File: config.mk
export PLATFORM = sky130hd
export DESIGN_NAME = cal_pulse_gen
export DESIGN_NICKNAME = d
export VERILOG_FILES = /design/src/rtl/cal_pulse_pkg.sv /design/src/rtl/cal_cfg_regs.sv /design/src/rtl/cal_dly_chan.sv /design/src/rtl/cal_pulse_gen.sv
export SDC_FILE = /design/constraint.sdc
export NUM_CORES = 1
export LEC_CHECK = 0
export ABC_AREA = 1
export BUFFER_PORTS_ARGS = -buffer_cell sky130_fd_sc_hd__buf_4
export CAP_MARGIN = 20
export CORE_MARGIN = 2
export CORE_UTILIZATION = 57
export DETAILED_ROUTE_END_ITERATION = 12
export HOLD_SLACK_MARGIN = 0.02
export PLACE_DENSITY = 0.81
export SLEW_MARGIN = 20
export SYNTH_ARGS = -nofsm -noshare
export SYNTH_HDL_FRONTEND = slang
export SYNTH_SLANG_ARGS = --single-unit
export TNS_END_PERCENT = 20
File: constraint.sdc
create_clock -name clk -period 1.5 [get_ports clk]
set_input_delay 0.3 -clock clk [delete_from_list [all_inputs] [get_ports clk]]
set_output_delay 0.3 -clock clk [all_outputs]
set_load 0.005 [all_outputs]
File: src/rtl/cal_pulse_pkg.sv
package cal_pulse_pkg;

  localparam int unsigned BUS_AW = 2;
  localparam int unsigned BUS_DW = 16;

  localparam logic [BUS_AW-1:0] ADDR_CTRL = 2'd0;
  localparam logic [BUS_AW-1:0] ADDR_INJ  = 2'd1;
  localparam logic [BUS_AW-1:0] ADDR_EXT  = 2'd2;
  localparam logic [BUS_AW-1:0] ADDR_CAL  = 2'd3;

  // strobe bit positions in the control word
  localparam int unsigned SB_INJ  = 0;
  localparam int unsigned SB_EXT  = 1;
  localparam int unsigned SB_CAL  = 2;
  localparam int unsigned SB_TEST = 3;
  localparam int unsigned NUM_SB  = 4;

  typedef enum logic [1:0] {
    CH_IDLE = 2'd0,
    CH_WAIT = 2'd1,
    CH_FIRE = 2'd2
  } chan_state_e;

endpackage

File: src/rtl/cal_cfg_regs.sv
module cal_cfg_regs
  import cal_pulse_pkg::*;
#(
  parameter int unsigned INJ_W = 5,
  parameter int unsigned EXT_W = 5,
  parameter int unsigned CAL_W = 4
) (
  input  logic              clk,
  input  logic              rst_n,
  input  logic              we_i,
  input  logic [BUS_AW-1:0] addr_i,
  input  logic [BUS_DW-1:0] wdata_i,
  output logic [BUS_DW-1:0] rdata_o,
  output logic [NUM_SB-1:0] strb_o,
  output logic [INJ_W-1:0]  inj_dly_o,
  output logic [EXT_W-1:0]  ext_dly_o,
  output logic [CAL_W-1:0]  cal_dly_o
);

  logic [NUM_SB-1:0] strb_q, strb_d;
  logic [INJ_W-1:0]  inj_q, inj_d;
  logic [EXT_W-1:0]  ext_q, ext_d;
  logic [CAL_W-1:0]  cal_q, cal_d;
  logic              inj_en, ext_en, cal_en;

  assign inj_en = we_i && (addr_i == ADDR_INJ);
  assign ext_en = we_i && (addr_i == ADDR_EXT);
  assign cal_en = we_i && (addr_i == ADDR_CAL);

  always_comb begin
    strb_d = '0;
    if (we_i && (addr_i == ADDR_CTRL)) strb_d = wdata_i[NUM_SB-1:0];
    inj_d = wdata_i[INJ_W-1:0];
    ext_d = wdata_i[EXT_W-1:0];
    cal_d = wdata_i[CAL_W-1:0];
  end

  always_ff @(posedge clk or negedge rst_n) begin
    if (!rst_n) begin
      strb_q <= '0;
      inj_q  <= '0;
      ext_q  <= '0;
      cal_q  <= '0;
    end else begin
      strb_q <= strb_d;
      if (inj_en) inj_q <= inj_d;
      if (ext_en) ext_q <= ext_d;
      if (cal_en) cal_q <= cal_d;
    end
  end

  always_comb begin
    rdata_o = '0;
    unique case (addr_i)
      ADDR_INJ: rdata_o[INJ_W-1:0] = inj_q;
      ADDR_EXT: rdata_o[EXT_W-1:0] = ext_q;
      ADDR_CAL: rdata_o[CAL_W-1:0] = cal_q;
      default:  rdata_o = '0;
    endcase
  end

  assign strb_o    = strb_q;
  assign inj_dly_o = inj_q;
  assign ext_dly_o = ext_q;
  assign cal_dly_o = cal_q;

  AST_STROBE_CLEARS: assert property (@(posedge clk) disable iff (!rst_n)
    ((|strb_q) && !(we_i && addr_i == ADDR_CTRL)) |=> (strb_q == '0));

  AST_INJ_DLY_HOLDS: assert property (@(posedge clk) disable iff (!rst_n)
    !inj_en |=> $stable(inj_q));

endmodule

File: src/rtl/cal_dly_chan.sv
module cal_dly_chan
  import cal_pulse_pkg::*;
#(
  parameter int unsigned DLY_W = 5,
  parameter int unsigned STEP  = 1,
  parameter int unsigned PW    = 4
) (
  input  logic             clk,
  input  logic             rst_n,
  input  logic             req_i,
  input  logic [DLY_W-1:0] dly_i,
  output logic             pulse_o,
  output logic             busy_o
);

  localparam int unsigned MAX_WAIT = ((1 << DLY_W) - 1) * STEP;
  localparam int unsigned MAX_CNT  = (MAX_WAIT > PW) ? MAX_WAIT : PW;
  localparam int unsigned CNT_W    = $clog2(MAX_CNT + 1);

  chan_state_e      state_q, state_d;
  logic [CNT_W-1:0] cnt_q, cnt_d;
  logic             cnt_en;

  assign cnt_en = (state_q != CH_IDLE) || req_i;

  always_comb begin
    state_d = state_q;
    cnt_d   = cnt_q;
    unique case (state_q)
      CH_IDLE: begin
        if (req_i) begin
          if (dly_i == '0) begin
            state_d = CH_FIRE;
            cnt_d   = CNT_W'(PW - 1);
          end else begin
            state_d = CH_WAIT;
            cnt_d   = CNT_W'(dly_i) * CNT_W'(STEP) - CNT_W'(1);
          end
        end
      end
      CH_WAIT: begin
        if (cnt_q == '0) begin
          state_d = CH_FIRE;
          cnt_d   = CNT_W'(PW - 1);
        end else begin
          cnt_d = cnt_q - CNT_W'(1);
        end
      end
      CH_FIRE: begin
        if (cnt_q == '0) state_d = CH_IDLE;
        else             cnt_d   = cnt_q - CNT_W'(1);
      end
      default: state_d = CH_IDLE;
    endcase
  end

  always_ff @(posedge clk or negedge rst_n) begin
    if (!rst_n) begin
      state_q <= CH_IDLE;
      cnt_q   <= '0;
    end else begin
      state_q <= state_d;
      if (cnt_en) cnt_q <= cnt_d;
    end
  end

  assign pulse_o = (state_q == CH_FIRE);
  assign busy_o  = (state_q != CH_IDLE);

  // checker: length of the current high run of the output
  logic [CNT_W:0] run_q;
  always_ff @(posedge clk or negedge rst_n) begin
    if (!rst_n)       run_q <= '0;
    else if (pulse_o) run_q <= run_q + 1'b1;
    else              run_q <= '0;
  end

  AST_PULSE_WIDTH: assert property (@(posedge clk) disable iff (!rst_n)
    $fell(pulse_o) |-> (run_q == (CNT_W+1)'(PW)));

  AST_ZERO_DLY_NEXT: assert property (@(posedge clk) disable iff (!rst_n)
    (state_q == CH_IDLE && req_i && dly_i == '0) |=> pulse_o);

  AST_RISE_HAS_CAUSE: assert property (@(posedge clk) disable iff (!rst_n)
    $rose(pulse_o) |-> ($past(busy_o) || $past(req_i)));

endmodule

File: src/rtl/cal_pulse_gen.sv
module cal_pulse_gen
  import cal_pulse_pkg::*;
#(
  parameter int unsigned INJ_W  = 5,
  parameter int unsigned EXT_W  = 5,
  parameter int unsigned CAL_W  = 4,
  parameter int unsigned INJ_PW = 4,
  parameter int unsigned EXT_PW = 4,
  parameter int unsigned CAL_PW = 1,
  parameter int unsigned CAL_STEP = 2,
  parameter int unsigned N_FE   = 7
) (
  input  logic              clk,
  input  logic              rst_n,
  input  logic              bus_we,
  input  logic [BUS_AW-1:0] bus_addr,
  input  logic [BUS_DW-1:0] bus_wdata,
  output logic [BUS_DW-1:0] bus_rdata,
  output logic              inj_pulse,
  output logic              ext_pulse,
  output logic              cal_trig,
  output logic              test_trig,
  output logic [N_FE-1:0]   test_match
);

  logic [1:0]        rst_sync_q;
  logic              rst_n_int;
  logic [NUM_SB-1:0] strb;
  logic [INJ_W-1:0]  inj_dly;
  logic [EXT_W-1:0]  ext_dly;
  logic [CAL_W-1:0]  cal_dly;
  logic              inj_busy, ext_busy, cal_busy;

  always_ff @(posedge clk or negedge rst_n) begin
    if (!rst_n) rst_sync_q <= '0;
    else        rst_sync_q <= {rst_sync_q[0], 1'b1};
  end
  assign rst_n_int = rst_sync_q[1];

  cal_cfg_regs #(.INJ_W(INJ_W), .EXT_W(EXT_W), .CAL_W(CAL_W)) u_regs (
    .clk(clk), .rst_n(rst_n_int), .we_i(bus_we), .addr_i(bus_addr),
    .wdata_i(bus_wdata), .rdata_o(bus_rdata), .strb_o(strb),
    .inj_dly_o(inj_dly), .ext_dly_o(ext_dly), .cal_dly_o(cal_dly)
  );

  cal_dly_chan #(.DLY_W(INJ_W), .STEP(1), .PW(INJ_PW)) u_inj (
    .clk(clk), .rst_n(rst_n_int), .req_i(strb[SB_INJ]), .dly_i(inj_dly),
    .pulse_o(inj_pulse), .busy_o(inj_busy)
  );

  cal_dly_chan #(.DLY_W(EXT_W), .STEP(1), .PW(EXT_PW)) u_ext (
    .clk(clk), .rst_n(rst_n_int), .req_i(strb[SB_EXT]), .dly_i(ext_dly),
    .pulse_o(ext_pulse), .busy_o(ext_busy)
  );

  cal_dly_chan #(.DLY_W(CAL_W), .STEP(CAL_STEP), .PW(CAL_PW)) u_cal (
    .clk(clk), .rst_n(rst_n_int), .req_i(strb[SB_CAL]), .dly_i(cal_dly),
    .pulse_o(cal_trig), .busy_o(cal_busy)
  );

  assign test_trig = strb[SB_TEST];

  for (genvar g = 0; g < N_FE; g++) begin : g_match
    assign test_match[g] = strb[SB_TEST];
  end

  AST_TEST_ONE_CYCLE: assert property (@(posedge clk) disable iff (!rst_n_int)
    (test_trig && !(bus_we && bus_addr == ADDR_CTRL)) |=> !test_trig);

  AST_RESET_QUIET: assert property (@(posedge clk)
    !rst_n_int |-> !(inj_pulse || ext_pulse || cal_trig || test_trig));

endmodule

# Yosys cells after proc, flatten, opt, wreduce, memory -nomap -nowiden
# Cells that the tools add are included.
# word_totals
out_inout_bits	27
elab_cells	100
reg_bits	41
# classes
n_eq_ne	21
muxes	33
addsub	6
reduce_logical	29
# op_table
op	n
2-to-1 mux 5 bit	12
one-hot mux 5 bit (3 select lines)	3
subtractor 5 x 1 -> 5 bit, second input constant	6
zero test 5 bit	5
2-to-1 mux 2 bit	12
one-hot mux 2 bit (3 select lines)	3
!= test 2 x 1 -> 1 bit, second input constant	7
one-hot mux 4 bit (3 select lines)	1
AND reduction 4 bit	3
== test 2 bit, second input constant	5
!= test 2 bit, second input constant	5
AND reduction 3 bit	3
nonzero test 3 bit	3
== test 2 x 1 -> 1 bit, second input constant	4
zero test 2 bit	4
nonzero test 2 bit	3
logical AND 1 bit	4
zero test 4 bit	1
2-to-1 mux 4 bit	1
logical OR 1 bit	3
one-hot mux 1 bit (2 select lines)	1

# Logic depth before layout (Yosys ltp)
# logic_depth
ltp_word	4
mapped_depth	11
ltp_nobuf	11

# By module
# From an unflattened synthesis, not the netlist that was laid out.
# unflattened
cells_unflattened	396
area_unflattened_um2	2895.3
# modules_own_cells
module	area_each_um2	cells_per_inst	instances	seq_area_each_um2
cal_dly_chan (u_ext ...)	630.6	95	2	175.2
cal_cfg_regs	903.4	106	1	450.4
cal_dly_chan (u_cal)	624.3	90	1	175.2
cal_pulse_gen	106.4	10	1	50.0

# Worst setup path before layout
# Ideal clock, no wire load.
# synth_path
path_type	reg-to-reg
from	register u_inj.state_q[0]
to	register u_inj.cnt_q[3]
path_slack_ps	126
path_stages_with_launch	10
t_arrival_ps	1256
n_path_buf	0
period_less_slack_ps	1374
t_required_ps	1382
path_cell_list	dfrtp_1 > inv_1 > ha_1 > nor2_1 > a21oi_2 > nand2_4 > inv_4 > nand2_4 > nor2_2 > nor2_2
# synth_between
elab_chain_cells	3
# synth_lines
element	line	source
start: declaration	cal_dly_chan.sv:20	chan_state_e state_q, state_d;
start signal: assignment	cal_dly_chan.sv:62	state_q <= state_d;
== test 2 bit *	--	
via inj_pulse	cal_pulse_gen.sv:19	output logic inj_pulse,
!= test 2 bit (no source line) / nonzero test 3 bit (equally long branches)	--	
AND reduction 4 bit (no source line)	--	
end signal: assignment	cal_dly_chan.sv:63	if (cnt_en) cnt_q <= cnt_d;
end: declaration	cal_dly_chan.sv:21	logic [CNT_W-1:0] cnt_q, cnt_d;
# Mark *: on every way through the listed nets, which the timed path passes. The rest lies on a longest branch.
# A chain may end at the register's enable or synchronous reset.

# Final worst setup path
# layout_path
from	register u_inj.state_q[0]
to	output port inj_pulse
# layout_between
elab_chain_cells	1
# layout_lines
element	line	source
== test 2 bit	cal_dly_chan.sv:67	assign pulse_o = (state_q == CH_FIRE);
end: declaration	cal_pulse_gen.sv:19	
# No other way between the ends.

==> metrics.yaml <==
outcome:
  status: "completed"
worst_setup_path:
  path_common_cell: "buf_6"
  crit_required_ns: 1.20
  path_cells: "inv_2 > ha_4 > buf_6 > buf_6"
  crit_path_max_incr_delay_ns: 0.43
  endpoint_kind: "primary output"
  worst_path_max_delay_cell: "dfrtp_1"
  cp_max_fo: 3
  cp-start-kind: "register"
  arrival_ns: 1.20
  crit_type: "register to primary output"
global_route:
  grt_use_total_pct: 22.5
  grt-ovfl-total: 0
  grt_pass1_vias: 2322
  antenna_found_initial: 0
  grt_pass1_wl_microns: 9730
  grt_max_degree: 40
logic_synthesis:
  synth.avg_cell_area_sq_um: 7.05
  synth.distinct_cells: 28
  ys_seq_area_share_pct: 35.9
  ys_warn_count: 0
  yosysTopAreaCell: "dfrtp_1"
  synth_area_sq_mm: 0.00286
  syn_inst: 405
  synth.area.top_cells: "dfrtp_1 (36%), nand2_1 (17%), ha_1 (8.8%)"
  ys_seq_elements: 41
  synth_top_area_share_pct: 35.9
clock_network:
  cts-root-buf: "clkbuf_8"
  worst_skew_pair.late_latency_ns: 0.29
  cts_htree_levels: 2
  cts_tree: "yes"
  path_clk_slew_ns: 0.07
  cts_num_sinks: 41
  cts_buffers: 5
  clock_path_buffers: 2
routing:
  dr.first_iter.drc_count: 140
  vias_per_cell: 5.04
  wl_per_cell_microns: 11.6
  ant_nets: 0
  drc: 0
  routed-via-count: 2539
  drt-total-wl_microns: 5850
  drtPass1Iterations: 4
floorplan:
  die_x_microns: 74.8
  dieArea_sq_mm: 0.00559
  initial_core_util_pct: 59.7
  core-area_sq_mm: 0.00479
  pin_count: 48
  fp.dieH_microns: 74.8
  rows: 25
placement:
  port_buffers: 25
  gp_congestion: 0.853
  dp_hpwl_microns: 4280
  place_area_sq_mm: 0.00308
timing:
  rsz0062_at_grt: "true"
  setup_viol: 0
  fin_crit_sh_pct: 99.9
  skew_ns: 0.00602
  hold_viol: 0
  fin_crit_ns: 1.50
  hold-worst-slack_ns: 0.279
  slew_violations: 0
  fmax_ghz: 0.667
final_layout:
  drive_gt1_share_pct: 18.8
  fin_nets: 479
  synthToLayoutAreaGrowth_pct: 15.9
  fillers: 399
  multi_input_area_sq_mm: 0.00162
  final_area_sq_mm: 0.00331
  seq_area_sq_mm: 0.00103
  diodes: 0
pwr:
  p_per_area_mw_per_mm2: 1940
  power_leakage_nw: 1.77
  peakVddDrop_mv: 1.27
flow_run:
  drv_cap: 0
hold_path:
  hold_class: "input pin to register"
-- per-stage QoR --
step / total power, mW / cells / utilization, % / setup slack, ns / TNS (ns)
2_1_floorplan: 4.52 / 415 / - / 0.126 / 0
3_3_place_gp: 5.20 / 495 / 64.3 / 0.0638 / 0
3_5_place_dp: 5.32 / 495 / 64.3 / 0.0185 / 0
4_1_cts: 6.01 / 502 / 66.1 / 0.00270 / 0
5_1_grt: 7.12 / 504 / 69.2 / -0.0837 / -0.539
6_report: 6.44 / 504 / 69.2 / 0.00168 / 0
-- registers in the layout, indices dropped and copies added (netlist names), 4 cells and up --
name              flops
u_cal.cnt_q           5
u_ext.cnt_q           5
u_inj.cnt_q           5
u_regs.ext_dly_o      5
u_regs.inj_dly_o      5
u_regs.cal_dly_o      4
u_regs.strb_o         4
-- final timing paths --
path                                              endpoint                         start  depth (start not counted)  slack [ns]
hold / removal             u_regs.inj_dly_o[4]$_DFFE_PN0P_                  bus_wdata[4]                          3        0.28
hold reg to reg            u_regs.ext_dly_o[4]$_DFFE_PN0P_       rst_sync_q[1]$_DFF_PN0_                          1        0.30
setup / recovery                                 inj_pulse  u_inj.state_q[0]$_DFFE_PN0P_                          4       0.002
min in group asynchronous  u_regs.ext_dly_o[4]$_DFFE_PN0P_       rst_sync_q[1]$_DFF_PN0_                          1        0.30
setup reg to reg                u_inj.cnt_q[3]$_DFFE_PN0P_  u_inj.state_q[0]$_DFFE_PN0P_                         10        0.01
max in group asynchronous  u_regs.ext_dly_o[2]$_DFFE_PN0P_       rst_sync_q[1]$_DFF_PN0_                          1        0.85
-- worst max-delay path: cells and delay by family (launching register included) --
| kind | cells | cell delay, ns |
|---|---|---|
| flip-flops | 1 | 0.43 |
| adder cells (fa/ha/maj) | 1 | 0.17 |
| buffers and inverters | 3 | 0.30 |
-- layer usage --
| layer | routed length, microns | global-route usage (%) | vias up |
|---|---|---|---|
| met1 | 2760 | 29.3 | 1158 |
| met2 | 2710 | 36.5 | 71 |
| met4 | 70 | 7.74 | 0 |
| met3 | 311 | 5.89 | 8 |
| met5 | 0 | 0 | - |
| li1 | - | - | 1302 |
-- cell type report --
type	count	share of cell area (%)
Clock buffer	5	2.08
Clock inverter	1	0.151
Inverter	60	7.11
Multi-Input combinational cell	296	49.0
Sequential cell	41	31.0
Tap cell	67	2.53
Timing Repair Buffer	34	8.13
-- placed cells by master, fill, tap and decap left out, types with 2 or more instances in the layout --
cell / instances
nand2_4: 2
a21boi_1: 2
nand2_1: 122
buf_4: 30
o21ai_0: 19
nand4_1: 5
nand3b_1: 2
nor2_2: 5
ha_1: 10
inv_4: 2
nor2_1: 44
ha_4: 3
buf_6: 3
o21ai_2: 4
ha_2: 7
xnor2_1: 2
inv_1: 53
dfrtp_1: 40
xor2_1: 3
nand2_2: 4
a21oi_1: 6
clkbuf_8: 5
conb_1: 12
nand3_1: 26
inv_2: 4
o21ai_1: 6
nor2_4: 4
-- cells in the mapped netlist --
cell	instances
inv_4	1
nor2_1	48
nand4_1	5
nor2_2	3
nand2_4	2
a21oi_2	1
conb_1	2
xor2_1	3
a21boi_1	2
inv_2	3
nand3_1	26
inv_1	56
nor2_4	2
xnor2_1	2
nand3_2	2
o21bai_1	1
o21ai_1	6
a21oi_1	7
o21ai_0	19
o21ai_2	4
or2_1	1
nand4_2	1
ha_1	20
dfrtp_1	41
buf_4	18
nand3b_1	2
nand2_1	126
a21boi_0	1
-- cell families (layout without fill, tap and decap cells) --
logic type / Yosys count / count (layout) / share of synthesized area (%)
AND/OR/NAND/NOR: 218 / 218 / 32.6
buffers and inverters: 78 / 100 / 12.7
AO/OA/AOI/OAI: 41 / 41 / 8.19
flip-flops: 41 / 41 / 35.9
adder cells (fa/ha/maj): 20 / 20 / 8.76
XOR/XNOR: 5 / 5 / 1.53
other: 2 / 12 / 0.263
-- what timing repair did --
| item | CTS | global route |
|---|---|---|
| cloned | 0 | 0 |
| pin swaps | 0 | 9 |
| hold buffers | 1 | 0 |
| hold endpoints to repair | 2 | 0 |
| resized for setup | 2 | 36 |
| endpoints found under the setup margin | 1 | 26 |
| buffers inserted | 0 | 2 |
-- power breakdown --
part | total [mW] | leakage [nW] | internal (mW) | switching (mW)
clock network | 0.661 | 0.0399 | 0.306 | 0.355
registers | 1.84 | 0.509 | 1.47 | 0.368
logic | 3.94 | 1.22 | 1.58 | 2.36
Note: power is estimated with default switching activity, not from simulation.
